==> config.mk <==
export PLATFORM = sky130hd
export DESIGN_NAME = cmdbuf_regif
export DESIGN_NICKNAME = d
export VERILOG_FILES = /design/src/rtl/cmdbuf_pkg.sv /design/src/rtl/cmdbuf_ctrl.sv /design/src/rtl/cmdbuf_data.sv /design/src/rtl/cmdbuf_regif.sv
export SDC_FILE = /design/constraint.sdc
export NUM_CORES = 2
export LEC_CHECK = 0
export BUFFER_PORTS_ARGS = -buffer_cell sky130_fd_sc_hd__buf_2
export CORE_ASPECT_RATIO = 1.4
export CORE_UTILIZATION = 50
export DETAILED_ROUTE_END_ITERATION = 12
export PLACE_DENSITY = 0.65
export SYNTH_ARGS = -nofsm -noshare
export SYNTH_HDL_FRONTEND = slang
export SYNTH_SLANG_ARGS = --single-unit
==> constraint.sdc <==
create_clock -name clk -period 4.75 [get_ports clk]
set_input_delay 0 -clock clk [delete_from_list [all_inputs] [get_ports clk]]
set_output_delay 0 -clock clk [all_outputs]
set_load 0.02 [all_outputs]
==> src/rtl/cmdbuf_pkg.sv <==
package cmdbuf_pkg;

  localparam int BUF_BASE = 'h80;

  // control-region word offsets (low 7 address bits)
  localparam logic [6:0] OFS_LOC_STATE = 7'h00;
  localparam logic [6:0] OFS_LOC_CTRL  = 7'h08;
  localparam logic [6:0] OFS_LOC_STS   = 7'h0C;
  localparam logic [6:0] OFS_IFACE_ID  = 7'h30;
  localparam logic [6:0] OFS_CTRL_REQ  = 7'h40;
  localparam logic [6:0] OFS_CTRL_STS  = 7'h44;
  localparam logic [6:0] OFS_CANCEL    = 7'h48;
  localparam logic [6:0] OFS_START     = 7'h4C;
  localparam logic [6:0] OFS_INT_EN    = 7'h50;
  localparam logic [6:0] OFS_INT_STS   = 7'h54;
  localparam logic [6:0] OFS_CMD_SIZE  = 7'h58;
  localparam logic [6:0] OFS_CMD_ADDR  = 7'h5C;
  localparam logic [6:0] OFS_RSP_SIZE  = 7'h64;
  localparam logic [6:0] OFS_RSP_ADDR  = 7'h68;

  // fixed stub response: tag 0x80 0x01, big-endian length 10, zero code
  localparam logic [15:0] RSP_TAG = 16'h8001;
  localparam logic [31:0] RSP_LEN = 32'd10;
  localparam logic [31:0] HDR_WORD0 = {RSP_LEN[23:16], RSP_LEN[31:24], RSP_TAG[7:0], RSP_TAG[15:8]};
  localparam logic [31:0] HDR_WORD1 = {16'h0000, RSP_LEN[7:0], RSP_LEN[15:8]};
  localparam logic [31:0] HDR_WORD2 = 32'h0000_0000;

  typedef struct packed {
    logic writeHeader;
  } ctrlStrobe_t;

  typedef struct packed {
    logic       assigned;
    logic       idle;
    logic [1:0] pendReq;
    logic       start;
    logic       cancel;
    logic       intEnable;
    logic       doneFlag;
  } ctrlView_t;

endpackage

==> src/rtl/cmdbuf_ctrl.sv <==
module cmdbuf_ctrl
  import cmdbuf_pkg::*;
#(
  parameter int ADDR_W      = 12,
  parameter int BUSY_CYCLES = 20,
  parameter int PWR_CYCLES  = 4
) (
  input  logic              clk,
  input  logic              rstN,
  input  logic              wrEn,
  input  logic [ADDR_W-1:0] addr,
  input  logic [31:0]       wrData,
  output ctrlView_t         view,
  output ctrlStrobe_t       strobe
);

  localparam int BUSY_W = $clog2(BUSY_CYCLES + 1);
  localparam int PWR_W  = $clog2(PWR_CYCLES + 1);

  logic              ctrlSel;
  logic [6:0]        off;
  logic              wLocCtrl, wCtrlReq, wCancel, wStart, wIntEn, wIntSts;
  logic              assigned, idle, start, cancel, intEnable, doneFlag;
  logic [1:0]        pendReq;
  logic [PWR_W-1:0]  pwrCnt;
  logic [BUSY_W-1:0] busyCnt;
  logic              pwrDone, headerNow;
  logic              unusedWrBits;

  assign unusedWrBits = ^wrData[30:2];

  assign ctrlSel  = (addr[ADDR_W-1:7] == '0);
  assign off      = addr[6:0];
  assign wLocCtrl = wrEn && ctrlSel && (off == OFS_LOC_CTRL);
  assign wCtrlReq = wrEn && ctrlSel && (off == OFS_CTRL_REQ);
  assign wCancel  = wrEn && ctrlSel && (off == OFS_CANCEL);
  assign wStart   = wrEn && ctrlSel && (off == OFS_START);
  assign wIntEn   = wrEn && ctrlSel && (off == OFS_INT_EN);
  assign wIntSts  = wrEn && ctrlSel && (off == OFS_INT_STS);

  assign pwrDone   = (pendReq != 2'b00) && (pwrCnt == PWR_W'(1));
  assign headerNow = start && !cancel && (busyCnt == BUSY_W'(1));

  // locality handshake
  always_ff @(posedge clk) begin
    if (!rstN) begin
      assigned <= 1'b0;
    end else if (wLocCtrl) begin
      if (wrData[1])      assigned <= 1'b0;
      else if (wrData[0]) assigned <= 1'b1;
    end
  end

  // idle / ready transitions
  always_ff @(posedge clk) begin
    if (!rstN) begin
      pendReq <= 2'b00;
      pwrCnt  <= '0;
      idle    <= 1'b1;
    end else begin
      if (pwrDone) begin
        idle    <= pendReq[1];
        pendReq <= 2'b00;
      end else if (pendReq != 2'b00) begin
        pwrCnt <= pwrCnt - PWR_W'(1);
      end
      if (wCtrlReq && (wrData[1:0] != 2'b00)) begin
        pendReq <= (pwrDone ? 2'b00 : pendReq) | wrData[1:0];
        if (pwrDone || pendReq == 2'b00) pwrCnt <= PWR_W'(PWR_CYCLES);
      end
    end
  end

  // start doorbell and stub execution engine
  always_ff @(posedge clk) begin
    if (!rstN) begin
      start   <= 1'b0;
      busyCnt <= '0;
    end else if (start) begin
      if (cancel || busyCnt == BUSY_W'(1)) start <= 1'b0;
      else                                  busyCnt <= busyCnt - BUSY_W'(1);
    end else if (wStart && wrData[0] && assigned && !idle) begin
      start   <= 1'b1;
      busyCnt <= BUSY_W'(BUSY_CYCLES);
    end
  end

  always_ff @(posedge clk) begin
    if (!rstN) begin
      cancel    <= 1'b0;
      intEnable <= 1'b0;
      doneFlag  <= 1'b0;
    end else begin
      if (wCancel) cancel <= wrData[0];
      if (wIntEn)  intEnable <= wrData[31];
      if (headerNow)                doneFlag <= 1'b1;
      else if (wIntSts && wrData[0]) doneFlag <= 1'b0;
    end
  end

  assign view.assigned  = assigned;
  assign view.idle      = idle;
  assign view.pendReq   = pendReq;
  assign view.start     = start;
  assign view.cancel    = cancel;
  assign view.intEnable = intEnable;
  assign view.doneFlag  = doneFlag;
  assign strobe.writeHeader = headerNow;

  // a pending transition always has a running countdown
  a_r4_pending_counts: assert property (@(posedge clk) disable iff (!rstN)
    (pendReq != 2'b00) |-> (pwrCnt != '0));
  // an idle request resolves to idle, even when ready was also asked
  a_r4_idle_wins: assert property (@(posedge clk) disable iff (!rstN)
    ($past(pendReq[1]) && pendReq == 2'b00) |-> idle);
  // a lone ready request resolves to not idle
  a_r4_ready_clears_idle: assert property (@(posedge clk) disable iff (!rstN)
    ($past(pendReq) == 2'b01 && pendReq == 2'b00) |-> !idle);
  // start only rises from an assigned, ready state
  a_r5_start_gated: assert property (@(posedge clk) disable iff (!rstN)
    $rose(start) |-> ($past(assigned) && !$past(idle)));
  // a set cancel ends a running command on the next cycle
  a_r7_cancel_aborts: assert property (@(posedge clk) disable iff (!rstN)
    (start && cancel) |=> !start);
  // the header strobe ends the run and raises completion
  a_r6_header_ends_run: assert property (@(posedge clk) disable iff (!rstN)
    strobe.writeHeader |=> (!start && doneFlag));

endmodule

==> src/rtl/cmdbuf_data.sv <==
module cmdbuf_data
  import cmdbuf_pkg::*;
#(
  parameter int ADDR_W    = 12,
  parameter int BUF_BYTES = 256
) (
  input  logic              clk,
  input  logic              rstN,
  input  logic              wrEn,
  input  logic              rdEn,
  input  logic [ADDR_W-1:0] addr,
  input  logic [31:0]       wrData,
  input  ctrlView_t         view,
  input  ctrlStrobe_t       strobe,
  output logic [31:0]       rdData,
  output logic              rdValid
);

  localparam int BUF_WORDS = BUF_BYTES / 4;
  localparam int IDX_W     = $clog2(BUF_WORDS);
  localparam logic [ADDR_W:0] BASE_EXT = (ADDR_W + 1)'(BUF_BASE);
  localparam logic [ADDR_W:0] END_EXT  = (ADDR_W + 1)'(BUF_BASE + BUF_BYTES);

  logic [31:0]     bufMem [BUF_WORDS];
  logic [ADDR_W:0] addrExt, bufOff;
  logic            bufSel, ctrlSel;
  logic [IDX_W-1:0] bufIdx;
  logic [31:0]     rdNext;
  logic            unusedOffBits;

  assign addrExt = {1'b0, addr};
  assign bufOff  = addrExt - BASE_EXT;
  assign bufSel  = (addrExt >= BASE_EXT) && (addrExt < END_EXT);
  assign ctrlSel = (addr[ADDR_W-1:7] == '0);
  assign bufIdx  = bufOff[IDX_W+1:2];
  assign unusedOffBits = ^{bufOff[ADDR_W:IDX_W+2], bufOff[1:0]};

  always_ff @(posedge clk) begin
    if (strobe.writeHeader) begin
      bufMem[0] <= HDR_WORD0;
      bufMem[1] <= HDR_WORD1;
      bufMem[2] <= HDR_WORD2;
    end else if (wrEn && bufSel) begin
      bufMem[bufIdx] <= wrData;
    end
  end

  always_comb begin
    rdNext = 32'h0;
    if (bufSel) begin
      rdNext = bufMem[bufIdx];
    end else if (ctrlSel) begin
      case (addr[6:0])
        OFS_LOC_STATE: rdNext = {24'h0, 1'b1, 5'b0, view.assigned, 1'b1};
        OFS_LOC_STS:   rdNext = {31'h0, view.assigned};
        OFS_IFACE_ID:  rdNext = 32'h1;
        OFS_CTRL_REQ:  rdNext = {30'h0, view.pendReq};
        OFS_CTRL_STS:  rdNext = {30'h0, view.idle, 1'b0};
        OFS_CANCEL:    rdNext = {31'h0, view.cancel};
        OFS_START:     rdNext = {31'h0, view.start};
        OFS_INT_EN:    rdNext = {view.intEnable, 31'h0};
        OFS_INT_STS:   rdNext = {31'h0, view.doneFlag};
        OFS_CMD_SIZE,
        OFS_RSP_SIZE:  rdNext = 32'(BUF_BYTES);
        OFS_CMD_ADDR,
        OFS_RSP_ADDR:  rdNext = 32'(BUF_BASE);
        default:       rdNext = 32'h0;
      endcase
    end
  end

  always_ff @(posedge clk) begin
    if (!rstN) begin
      rdData  <= 32'h0;
      rdValid <= 1'b0;
    end else begin
      rdValid <= rdEn;
      if (rdEn) rdData <= rdNext;
    end
  end

  // the header strobe leaves the tag and length-high bytes in word 0
  a_r6_header_word0: assert property (@(posedge clk) disable iff (!rstN)
    strobe.writeHeader |=> (bufMem[0] == HDR_WORD0));
  // a read strobe is answered on the next cycle
  a_r10_read_valid: assert property (@(posedge clk) disable iff (!rstN)
    rdEn |=> rdValid);
  // no valid without a read
  a_r10_no_spurious_valid: assert property (@(posedge clk) disable iff (!rstN)
    !rdEn |=> !rdValid);

endmodule

==> src/rtl/cmdbuf_regif.sv <==
module cmdbuf_regif
  import cmdbuf_pkg::*;
#(
  parameter int ADDR_W      = 12,
  parameter int BUF_BYTES   = 256,
  parameter int BUSY_CYCLES = 20,
  parameter int PWR_CYCLES  = 4
) (
  input  logic              clk,
  input  logic              rstN,
  input  logic              hostWrEn,
  input  logic              hostRdEn,
  input  logic [ADDR_W-1:0] hostAddr,
  input  logic [31:0]       hostWrData,
  output logic [31:0]       hostRdData,
  output logic              hostRdValid
);

  ctrlView_t   view;
  ctrlStrobe_t strobe;

  cmdbuf_ctrl #(
    .ADDR_W(ADDR_W), .BUSY_CYCLES(BUSY_CYCLES), .PWR_CYCLES(PWR_CYCLES)
  ) u_ctrl (
    .clk(clk), .rstN(rstN), .wrEn(hostWrEn), .addr(hostAddr),
    .wrData(hostWrData), .view(view), .strobe(strobe)
  );

  cmdbuf_data #(
    .ADDR_W(ADDR_W), .BUF_BYTES(BUF_BYTES)
  ) u_data (
    .clk(clk), .rstN(rstN), .wrEn(hostWrEn), .rdEn(hostRdEn), .addr(hostAddr),
    .wrData(hostWrData), .view(view), .strobe(strobe),
    .rdData(hostRdData), .rdValid(hostRdValid)
  );

endmodule

==> impl_metrics.csv <==
group,metric,value,unit
routing,post_drt_wl_per_cell,31.0,µm
status,outcome,"complete, no violations",
yosys,netlist_top_cells_area,"edfxtp_1, mux4_2, mux2i_1, a22oi_1, dfxtp_1",
critical_path,reg2reg_depth,8,
timing,max_freq,0.278,GHz
yosys,synth_fp_nets,3854,
final_layout,multiInputGateArea,17600,µm²
clock_network,htreeDepth,4,
floorplanning,num_io_pins,81,
final_layout,fillerInstances,11800,
critical_path,timing.rr.end,"u_data.bufMem[22][20]",
grt,grt_pass1_vias,39000,
timing,fin_tns_setup,0,ns
timing,finalCritPeriodShare,75.6,%
routing,drt_iter0_drc,4222,
floorplanning,coreArea,160000,µm²
grt,grt_usage,24.1,%
yosys,synthArstFlopShare,0,%
clock_network,cts_sinks,2097,
critical_path,start_kind,"flop",
timing,finClkSkew,0.0390,ns
clock_network,cts_tree,"done",
critical_path,endpoint,"u_data.bufMem[22][20]",
floorplanning,die_h,477,µm
routing,routed-via-count,39000,
timing,setup_violations,0,
critical_path,crit_fanout,17,
routing,drc_errors,0,
critical_path,reg2reg_from,"u_ctrl.busyCnt[1]",
grt,grt-ovfl-total,0,
grt,grt_pass1_wl,280000,µm
critical_path,crit_start,"u_ctrl.busyCnt[1]",
clock_network,clk_pin_slew,0.06,ns
clock_network,cts_setup_buffers,0,
critical_path,path_class,"flop to flop",
final_layout,nNetsFinal,4086,
timing,fin_ws,1.16,ns
yosys,synth.most_common_cell,"edfxtp_1",
yosys,syn-cell-area,80600,µm²
yosys,synth_flop_cell,"edfxtp_1",
pwr,ir_drop,0.371,mV
yosys,yosysUniqueCellTypes,48,
clock_network,root_buffer,"clkbuf_16",
flow_run,max-cap-violations,0,
final_layout,seq_area,62500,µm²
routing,routed_wl,195000,µm
floorplanning,die_w,341,µm
critical_path,reg2reg_slack,1.16,ns
floorplanning,initial_core_util,50.3,%
timing,tightest_slew,1.24,ns
placed_design,finalWeightedCongestion,0.857,
floorplanning,rows,174,
clock_network,cts_buffer_depth,3,
pwr,powerDensity,401,nW/µm²
yosys,yosysWarningCount,0,
worst_hold_path,min_path_type,"input pin to flop",
timing,hold_viol,0,
yosys,ys_seq_area_share,77.5,%
timing,drv_slew,0,
routing,firstDrtPassIters,6,
placed_design,dp_slack,1.23,ns
grt,grt_max_degree,120,
routing,antenna_left,0,
placed_design,port_buffers,80,
yosys,syn_inst,3802,
yosys,yosysTopAreaCellShare,76.3,%
yosys,synth_top_cell_by_area,"edfxtp_1",
pwr,p_leak,28.7,nW
yosys,ys_seq_elements,2097,
timing,period_needed,3.59,ns
yosys,synthTopCellsByCount,"edfxtp_1, mux4_2, mux2i_1",
final_layout,drive_gt1_share,22.7,%
final_layout,area_growth,12.5,%
critical_path,worst_ep_required_time,5.27,ns
timing,slew_headroom,17.4,%
critical_path,endpoint_kind,"flop",
yosys,syn_area_per_cell,21.2,µm²
critical_path,worstPathArrival,4.11,ns
floorplanning,design.die.area,163000,µm²
routing,vias_per_cell,6.19,
yosys,synth-edff-count,2048,
timing,grt_setup_unrepaired,"false",
placed_design,place_hpwl,116000,µm
clock_network,clkLatencyLatePin,0.85,ns
grt,antenna_found_initial,12,
clock_network,cts_made_buffers,182,
metrics by stage:
| step | instance area, µm² | hold slack, ns | instances | total power [mW] | utilization (%) |
|---|---|---|---|---|---|
| floorplan | 80600 | 0.0966 | 3802 | 21.5 | - |
| global placement | 84400 | 0.371 | 5915 | 22.3 | 52.7 |
| detailed placement | 84400 | 0.375 | 5915 | 22.3 | 52.7 |
| CTS | 90600 | 0.0250 | 6296 | 36.5 | 56.6 |
| global route | 90700 | 0.0726 | 6298 | 37.2 | 56.6 |
| finish | 90700 | 0.0678 | 6301 | 36.3 | 56.6 |
worst max-delay path, cell delays in order (launching register included):
cell,delay (ns)
dfxtp_1,0.37
inv_1,0.08
ha_1,0.17
nor4b_1,0.15
nand3b_1,0.46
and4_1,0.33
nand2_1,0.49
nor2_4,0.76
buf_4,0.41
sequential cells by signal, summed over array words and instances, names as in the netlist:
name and cells:
u_ctrl.cancel 1, u_ctrl.pwrCnt 3, u_ctrl.start 1, u_ctrl.assigned 1, u_ctrl.pendReq 2, u_data.rdData 32
u_data.bufMem 2048, u_ctrl.idle 1, u_data.rdValid 1, u_ctrl.busyCnt 5, u_ctrl.intEnable 1, u_ctrl.doneFlag 1
timing repair:
action,in CTS,in global routing
hold endpoints to repair,1962,0
resized for setup,0,0
hold buffers,47,0
cell usage in the layout (no fill, tap or decap), types with 10 or more instances in the layout:
master,instances
clkinv_1,42
dlygate4sd3_1,47
or3_1,11
buf_2,77
buf_4,124
bufinv_16,11
buf_12,15
a221oi_1,30
nand4_1,10
a21oi_1,37
a22oi_1,190
edfxtp_1,2048
a22o_1,31
nand2_1,49
nor2_4,67
nor2_1,19
clkinv_2,28
a31oi_1,32
nand3_1,85
mux2i_1,329
clkbuf_16,185
dfxtp_1,49
mux4_2,406
and2_1,94
clkbuf_1,47
worst min-delay path by stage:
stage	start	endpoint	slack [ns]	cells past startpoint
3_3_place_gp	rstN	u_ctrl.pwrCnt[2]	0.37	3
3_5_place_dp	rstN	u_ctrl.pwrCnt[2]	0.37	3
2_1_floorplan	hostWrData[1]	u_ctrl.assigned	0.1	1
5_1_grt	hostAddr[7]	u_data.rdData[31]	0.07	4
6_report	hostAddr[7]	u_data.rdData[31]	0.07	4
4_1_cts	hostAddr[7]	u_data.rdData[31]	0.02	4
where the power goes:
group	internal (mW)	total (mW)	switching [mW]
clock	7.85	14.4	6.57
combinational	0.577	1.60	1.03
sequential	20.3	20.3	0.00933
final cells by class:
cell class | count | area share [%]
flip-flops and latches | 2097 | 68.9
multi-input cells | 1478 | 19.5
clock buffers | 236 | 5.36
well taps | 2112 | 2.91
repair buffers | 265 | 2.34
clock inverters | 98 | 0.962
inverters | 10 | 0.0442
diodes | 5 | 0.0138
routing by layer:
layer / part of all wire, % / vias to the layer above / track usage [%]
met5: 0.031 / - / 0
met4: 2.7 / 8 / 7.52
met3: 6.4 / 305 / 3.61
met2: 52 / 1418 / 41.3
met1: 39 / 20900 / 31.9
li1: - / 16400 / -
cell families after synthesis:
family,count (synthesis),synth area share [%]
xor+xnor,5,0.0543
compound gates,349,3.17
buf+inv,227,1.31
fa+ha+maj,4,0.0621
mux,738,15.5
simple gates,382,2.42
flops,2097,77.5
Power figures use the tool's default switching activity.
